[config.mk]
export PLATFORM = sky130hd
export DESIGN_NAME = fwd_interlock_unit
export DESIGN_NICKNAME = d
export VERILOG_FILES = /design/src/rtl/fwd_pkg.sv /design/src/rtl/fwd_sel_unit.sv /design/src/rtl/load_use_detect.sv /design/src/rtl/interlock_fsm.sv /design/src/rtl/fwd_interlock_unit.sv
export SDC_FILE = /design/constraint.sdc
export NUM_CORES = 1
export LEC_CHECK = 0
export BUFFER_PORTS_ARGS = -buffer_cell sky130_fd_sc_hd__buf_2
export CAP_MARGIN = 0
export CORE_MARGIN = 2
export CORE_UTILIZATION = 35
export DETAILED_ROUTE_END_ITERATION = 8
export HOLD_SLACK_MARGIN = 0.03
export PLACE_DENSITY = 0.84
export SETUP_SLACK_MARGIN = 0.4
export SLEW_MARGIN = 20
export SYNTH_ARGS = -nofsm -noshare
export SYNTH_HDL_FRONTEND = slang
export SYNTH_SLANG_ARGS = --single-unit
[constraint.sdc]
create_clock -name clk -period 4 [get_ports clk]
set_input_delay 0.8 -clock clk [delete_from_list [all_inputs] [get_ports clk]]
set_output_delay 0.8 -clock clk [all_outputs]
set_load 0.005 [all_outputs]
[src/rtl/fwd_pkg.sv]
package fwd_pkg;
    typedef enum logic [1:0] {
        SEL_RF    = 2'b00,
        SEL_EXMEM = 2'b01,
        SEL_MEMWB = 2'b10
    } sel_t;

    typedef enum logic {
        ST_RUN    = 1'b0,
        ST_BUBBLE = 1'b1
    } ilk_state_t;
endpackage

[src/rtl/fwd_sel_unit.sv]
module fwd_sel_unit
    import fwd_pkg::*;
#(
    parameter int AW = 5
) (
    input  logic [AW-1:0] src,
    input  logic [AW-1:0] mem_rd,
    input  logic          mem_wen,
    input  logic [AW-1:0] wb_rd,
    input  logic          wb_wen,
    output sel_t          sel
);
    logic hit_mem;
    logic hit_wb;

    assign hit_mem = mem_wen && (mem_rd != '0) && (mem_rd == src);
    assign hit_wb  = wb_wen  && (wb_rd  != '0) && (wb_rd  == src);

    // Younger producer (execute/memory) takes priority.
    always_comb begin
        if (hit_mem)     sel = SEL_EXMEM;
        else if (hit_wb) sel = SEL_MEMWB;
        else             sel = SEL_RF;
    end
endmodule

[src/rtl/load_use_detect.sv]
module load_use_detect #(
    parameter int AW   = 5,
    parameter int NSRC = 2
) (
    input  logic [NSRC-1:0][AW-1:0] id_src,
    input  logic [NSRC-1:0]         id_use,
    input  logic [AW-1:0]           ex_rd,
    input  logic                    ex_wen,
    input  logic                    ex_load,
    output logic                    hazard
);
    logic [NSRC-1:0] hit;
    logic            producer_ok;

    assign producer_ok = ex_load && ex_wen && (ex_rd != '0);

    for (genvar i = 0; i < NSRC; i++) begin : g_src
        assign hit[i] = id_use[i] && (id_src[i] == ex_rd);
    end

    assign hazard = producer_ok && (|hit);
endmodule

[src/rtl/interlock_fsm.sv]
module interlock_fsm
    import fwd_pkg::*;
(
    input  logic clk,
    input  logic rst_n,
    input  logic hazard,
    output logic hold
);
    ilk_state_t state_q;
    ilk_state_t state_d;

    always_ff @(posedge clk) begin
        if (!rst_n) state_q <= ST_RUN;
        else        state_q <= state_d;
    end

    always_comb begin
        state_d = state_q;
        hold    = 1'b0;
        unique case (state_q)
            ST_RUN: begin
                hold = hazard;
                if (hazard) state_d = ST_BUBBLE;   // RUN->BUBBLE
            end
            ST_BUBBLE: begin
                hold    = 1'b0;                    // bubble is in execute
                state_d = ST_RUN;                  // BUBBLE->RUN
            end
            default: state_d = ST_RUN;
        endcase
    end
endmodule

[src/rtl/fwd_interlock_unit.sv]
module fwd_interlock_unit
    import fwd_pkg::*;
#(
    parameter int AW = 5
) (
    input  logic          clk,
    input  logic          rst_n,
    input  logic [AW-1:0] id_rs1,
    input  logic [AW-1:0] id_rs2,
    input  logic          id_use1,
    input  logic          id_use2,
    input  logic [AW-1:0] ex_rs1,
    input  logic [AW-1:0] ex_rs2,
    input  logic [AW-1:0] ex_rd,
    input  logic          ex_wen,
    input  logic          ex_load,
    input  logic [AW-1:0] mem_rd,
    input  logic          mem_wen,
    input  logic [AW-1:0] wb_rd,
    input  logic          wb_wen,
    output logic [1:0]    fwd_sel_a,
    output logic [1:0]    fwd_sel_b,
    output logic          hold_front,
    output logic          bubble_ex
);
    localparam int NSRC = 2;

    logic [NSRC-1:0][AW-1:0] ex_src;
    logic [NSRC-1:0][AW-1:0] id_src;
    logic [NSRC-1:0]         id_use;
    sel_t [NSRC-1:0]         sel;
    logic                    hazard;
    logic                    hold;

    assign ex_src = {ex_rs2, ex_rs1};
    assign id_src = {id_rs2, id_rs1};
    assign id_use = {id_use2, id_use1};

    for (genvar i = 0; i < NSRC; i++) begin : g_op
        fwd_sel_unit #(.AW(AW)) u_sel (
            .src     (ex_src[i]),
            .mem_rd  (mem_rd),
            .mem_wen (mem_wen),
            .wb_rd   (wb_rd),
            .wb_wen  (wb_wen),
            .sel     (sel[i])
        );
    end

    load_use_detect #(.AW(AW), .NSRC(NSRC)) u_det (
        .id_src  (id_src),
        .id_use  (id_use),
        .ex_rd   (ex_rd),
        .ex_wen  (ex_wen),
        .ex_load (ex_load),
        .hazard  (hazard)
    );

    interlock_fsm u_fsm (
        .clk    (clk),
        .rst_n  (rst_n),
        .hazard (hazard),
        .hold   (hold)
    );

    assign fwd_sel_a  = sel[0];
    assign fwd_sel_b  = sel[1];
    assign hold_front = hold;
    assign bubble_ex  = hold;
endmodule

# Yosys cells after proc, flatten, opt, wreduce, memory -nomap -nowiden
# Index checks and enable logic that the tools add are counted.
dict set report op_classes {
  n_eq_ne 6
  muxes 7
  bitwise 1
  n_reduce_logical 15
}
# op n
set ops {}
lappend ops {{$eq A5 B5 Y1} 6}
lappend ops {{$reduce_bool A5 Y1} 3}
lappend ops {{$logic_and A1 B1 Y1} 11}
lappend ops {{$mux W2} 4}
lappend ops {{$pmux W1 S2} 2}
lappend ops {{$reduce_or A2 Y1} 1}
lappend ops {{$mux W1} 1}
lappend ops {{$not A1 Y1} 1}
dict set report totals {
  ff_bits 1
  inputBits 43
  output_inout_bits 6
}

# Logic depth before layout (Yosys ltp)
dict set report depth {
  depth_word 6
  depth_mapped 5
  ltp_nobuf 4
}

# By module
# A second synthesis with hierarchy kept.
dict set report hier_totals {
  cells_unflattened 63
  area_unflattened_um2 495.5
}
# mod instances cells_each area_each_um2 seq_area_each_um2
set modules_own_cells {}
lappend modules_own_cells {fwd_sel_unit 2 21 158.9 0.0}
lappend modules_own_cells {load_use_detect 1 17 135.1 0.0}
lappend modules_own_cells {interlock_fsm 1 3 35.0 20.0}
lappend modules_own_cells {fwd_interlock_unit 1 1 7.5 0.0}

# Least setup slack after synthesis
# Ideal clock, no wire load.
dict set report synth_path {
  path_kind {in2out}
  start {in mem_rd[1]}
  end {out fwd_sel_a[1]}
  arrival_time_ns 1.834
  t_required_ns 3.200
  setup_slack_ns 1.366
  cell_stages 4
  path_buffers 0
  cell_sequence {or4_4 > o21ai_4 > nor4_2 > nor4_2}
}
dict set report synth_between {
  elab_chain_len 4
  elab_cells_between_ends 5
  cone_classes {eq/ne: 1; mux: 1; reduce/logical: 3}
}
# item line_no
set synth_rtl {}
lappend synth_rtl {{start, declared} fwd_interlock_unit.sv:17} ;# input logic [AW-1:0] mem_rd,
lappend synth_rtl {{$reduce_bool A5 Y1} fwd_sel_unit.sv:16} ;# assign hit_mem = mem_wen && (mem_rd != '0) && (mem_rd == src);
lappend synth_rtl {{$logic_and A1 B1 Y1} fwd_sel_unit.sv:16}
lappend synth_rtl {{$logic_and A1 B1 Y1 *} fwd_sel_unit.sv:16}
lappend synth_rtl {{named net g_op[0].u_sel.hit_mem} fwd_sel_unit.sv:13} ;# logic hit_mem;
lappend synth_rtl {{$mux W2 *} fwd_sel_unit.sv:21} ;# if (hit_mem) sel = SEL_EXMEM;
lappend synth_rtl {{end, declared} fwd_interlock_unit.sv:21} ;# output logic [1:0] fwd_sel_a,
# The timed path passes the listed nets; every way through them passes the cells marked *.

# Worst setup path after layout
dict set report layout_path {
  start {in mem_rd[1]}
  end {out fwd_sel_b[1]}
}
dict set report layout_between {
  elab_chain_len 4
  elab_cells_between_ends 5
  cone_classes {eq/ne: 1; mux: 1; reduce/logical: 3}
}
# item line_no
set layout_rtl {}
lappend layout_rtl {{$reduce_bool A5 Y1} fwd_sel_unit.sv:16}
lappend layout_rtl {{$logic_and A1 B1 Y1} fwd_sel_unit.sv:16}
lappend layout_rtl {{$logic_and A1 B1 Y1 *} fwd_sel_unit.sv:16}
lappend layout_rtl {{$mux W2 *} fwd_sel_unit.sv:21}
lappend layout_rtl {{end, declared} fwd_interlock_unit.sv:22} ;# output logic [1:0] fwd_sel_b,
# Every way passes the cells marked *; elsewhere a longest branch is shown, timed or not.

==> impl_results.md <==
* Worst EP required at 3200 ps
* Slew Viols, Final at 0
* Mean Syn Cell Area at 8.45 um2
* Non-Filler Instances at 117
* Post-DRT Antenna Nets at 0
* Synth top area share at 29.1%
* Die width at 41.1 um
* GRT Util Overall at 14.8%
* Max stage delay cell, worst path: or4_4
* Ant diodes at 0
* Ys Warns at 0
* Starting Density at 37.0%
* Min Clock Period, post-route at 2970 ps
* RSZ-0062 raised after global routing: no
* Synth cell types at 18
* Die ar. at 1690 um2
* Critical path startpoint category: input pin
* Primary FF master, synth: dfxtp_1
* RePlAce Congestion at 0.618
* Core Region at 1300 um2
* Avg WL per Cell at 11.6 um
* Largest family of logic cells by synthesized area: XOR/XNOR gates
* Biggest registers after layout: u_fsm.state_q (1)
* Status: completed
* Top Ports at 49
* First-pass GRT wire length at 1730 um
* Maxcap violations at 0
* Placement Rows at 13
* Max incr delay on CP at 540 ps
* Synth Instances at 57
* Worst Tran Pin Value at 323 ps
* Drc violations at 0
* Crit. End Element: primary output
* Buf/Inv on CP at 2
* VDD IR max at 0.0000543 V
* Post-CTS setup repair buffer count at 0
* Final setup margin at 1030 ps
* Die Span Y at 41.1 um
* Pwr Density at 108 nW/um2
* Arr. time, crit path at 2170 ps
* Leak Pwr at 0.000330 uW
* Design Power at 77.5 uW
* Vias in the first global route at 489
* Top area cells in the synthesized netlist: xnor2_1 29%, xor2_1 25%, nor4_2 10%
* Fillers at 135
* Remaining Overflow, GRT at 0
* Synth Area in Simple Gates at 29.9%
* Layout cells sized above 1 at 52.9%
* Critical-path cell list: buf_2 > or4_4 > o21ai_4 > nor4_2 > nor4_2 > buf_2
* Period utilisation layout at 74.4%
* Max FFs per register at 1
* Placed insts at 117
* Fmax at 336 MHz
* Hold Path Class: reg -> reg
* IO Port Bufs at 48
* First DRT Iteration DRCs at 5
* Pre-CTS setup slack at 999 ps
* Synth area leader: xnor2_1
* Post-synth ARST share at 0%
* Final Skew at 0 ps
* Largest net degree at the start of global routing at 4
* Post-Synth XOR/XNOR Area at 54.5%
* Reg area at 20.0 um2
* Register area share after synthesis at 4.16%
* Max-slew headroom at 78.3%
* Finish-stage setup viols at 0
* Syn Nets at 100
* Seq cells post-synth at 1
* Antenna violations before repair at 0
* Final HPWL DP at 1280 um
* Total Neg Setup Slack at 0 ps
* Vias per cell at 5.03
* Compound-cell area share of the yosys netlist at 6.75%
* Clock latency on the worst-skew pair at 0 ps
* Fin nets at 147
* Area of the mapped netlist at 482 um2
* Mux cell area share after synthesis at 0%
* Post_cts resized at 0
* Adder-cell share of the synthesized area at 0%
* Crit Path Max Fanout at 3
* Synthesis-to-layout area growth at 49.1%
* Hold Fails Final Rpt at 0
* Multi-input combinational cell area at 439 um2
* Crit Path Class: in -> out
* Register name with the most flops: u_fsm.state_q
* Delay-heaviest family, CP: simple AND/OR/NAND/NOR gates
* Hold Buf Count CTS at 0
* Pre-antenna DRT Iters at 2
* Reg clk slew, reported paths at 0 ps
* Post-synth EDFFs at 0
* DR vias at 589
* Detailed Route WL at 1360 um
synthesized netlist by cell type (2+ instances only):
master and number:
nand2_1 2, xor2_1 14, xnor2_1 16, nor4_2 4, or4_1 3, nand3_1 2
nand4_1 3, buf_4 3
worst min-delay path, delay by kind of cell, from the launching register on:
kind	cells	cell delay, ps
flops	1	290
compound gates	1	50
simple gates	2	120
per-layer routing:
layer / GRT usage (%) / wire length, um / share of wire [%]
met1: 12.4 / 464 / 34
met4: 0 / 0 / 0
met2: 35.9 / 714 / 52
met3: 1.63 / 183 / 13
met5: 0 / 0 / 0
area by class of cell:
class	count	share of cell area, %
tap	15	2.61
sequential	1	2.79
timing repair buffer	48	33.4
multi-input combinational	53	61.1
path summary, 6_finish.rpt:
path,cells past startpoint,slack [ps],startpoint,to
worst max-delay path,6,1030,mem_rd[1],fwd_sel_b[1]
worst min-delay path,3,510,u_fsm.state_q$_SDFF_PN0_,u_fsm.state_q$_SDFF_PN0_
worst min register to register,3,510,u_fsm.state_q$_SDFF_PN0_,u_fsm.state_q$_SDFF_PN0_
worst max register to register,3,3300,u_fsm.state_q$_SDFF_PN0_,u_fsm.state_q$_SDFF_PN0_
logic make-up after synthesis:
| kind of cell | after synthesis |
|---|---|
| xor+xnor | 30 |
| compound gates | 4 |
| flops | 1 |
| simple gates | 19 |
| buf+inv | 3 |
stage by stage:
step / instance area [um2] / hold WS, ps / util (%)
floorplan: 482 / 482 / -
global placement: 718 / 512 / 55.2
detailed placement: 718 / 515 / 55.2
CTS: 718 / 518 / 55.2
global route: 718 / 548 / 55.2
finish: 718 / 508 / 55.2
placed cells by master (no fill, tap or decap):
master,instances
a21oi_1,1
and4_1,1
buf_2,48
dfxtp_1,1
nand2_1,2
nand3_1,2
nand4_1,3
nor2_1,1
nor2b_1,1
nor3_1,1
nor4_2,4
o21ai_1,1
o21ai_4,1
o22ai_1,1
or4_1,3
or4_4,1
xnor2_1,16
xor2_1,14
power breakdown:
| group | switching, uW | total [uW] | internal, uW |
|---|---|---|---|
| combinational | 31.5 | 67.3 | 35.7 |
| clock | 0 | 0 | 0 |
| sequential | 0.0160 | 10.3 | 10.2 |
| total | 31.6 | 77.5 | 46.0 |
No activity file was read; power rests on OpenSTA's default activity.
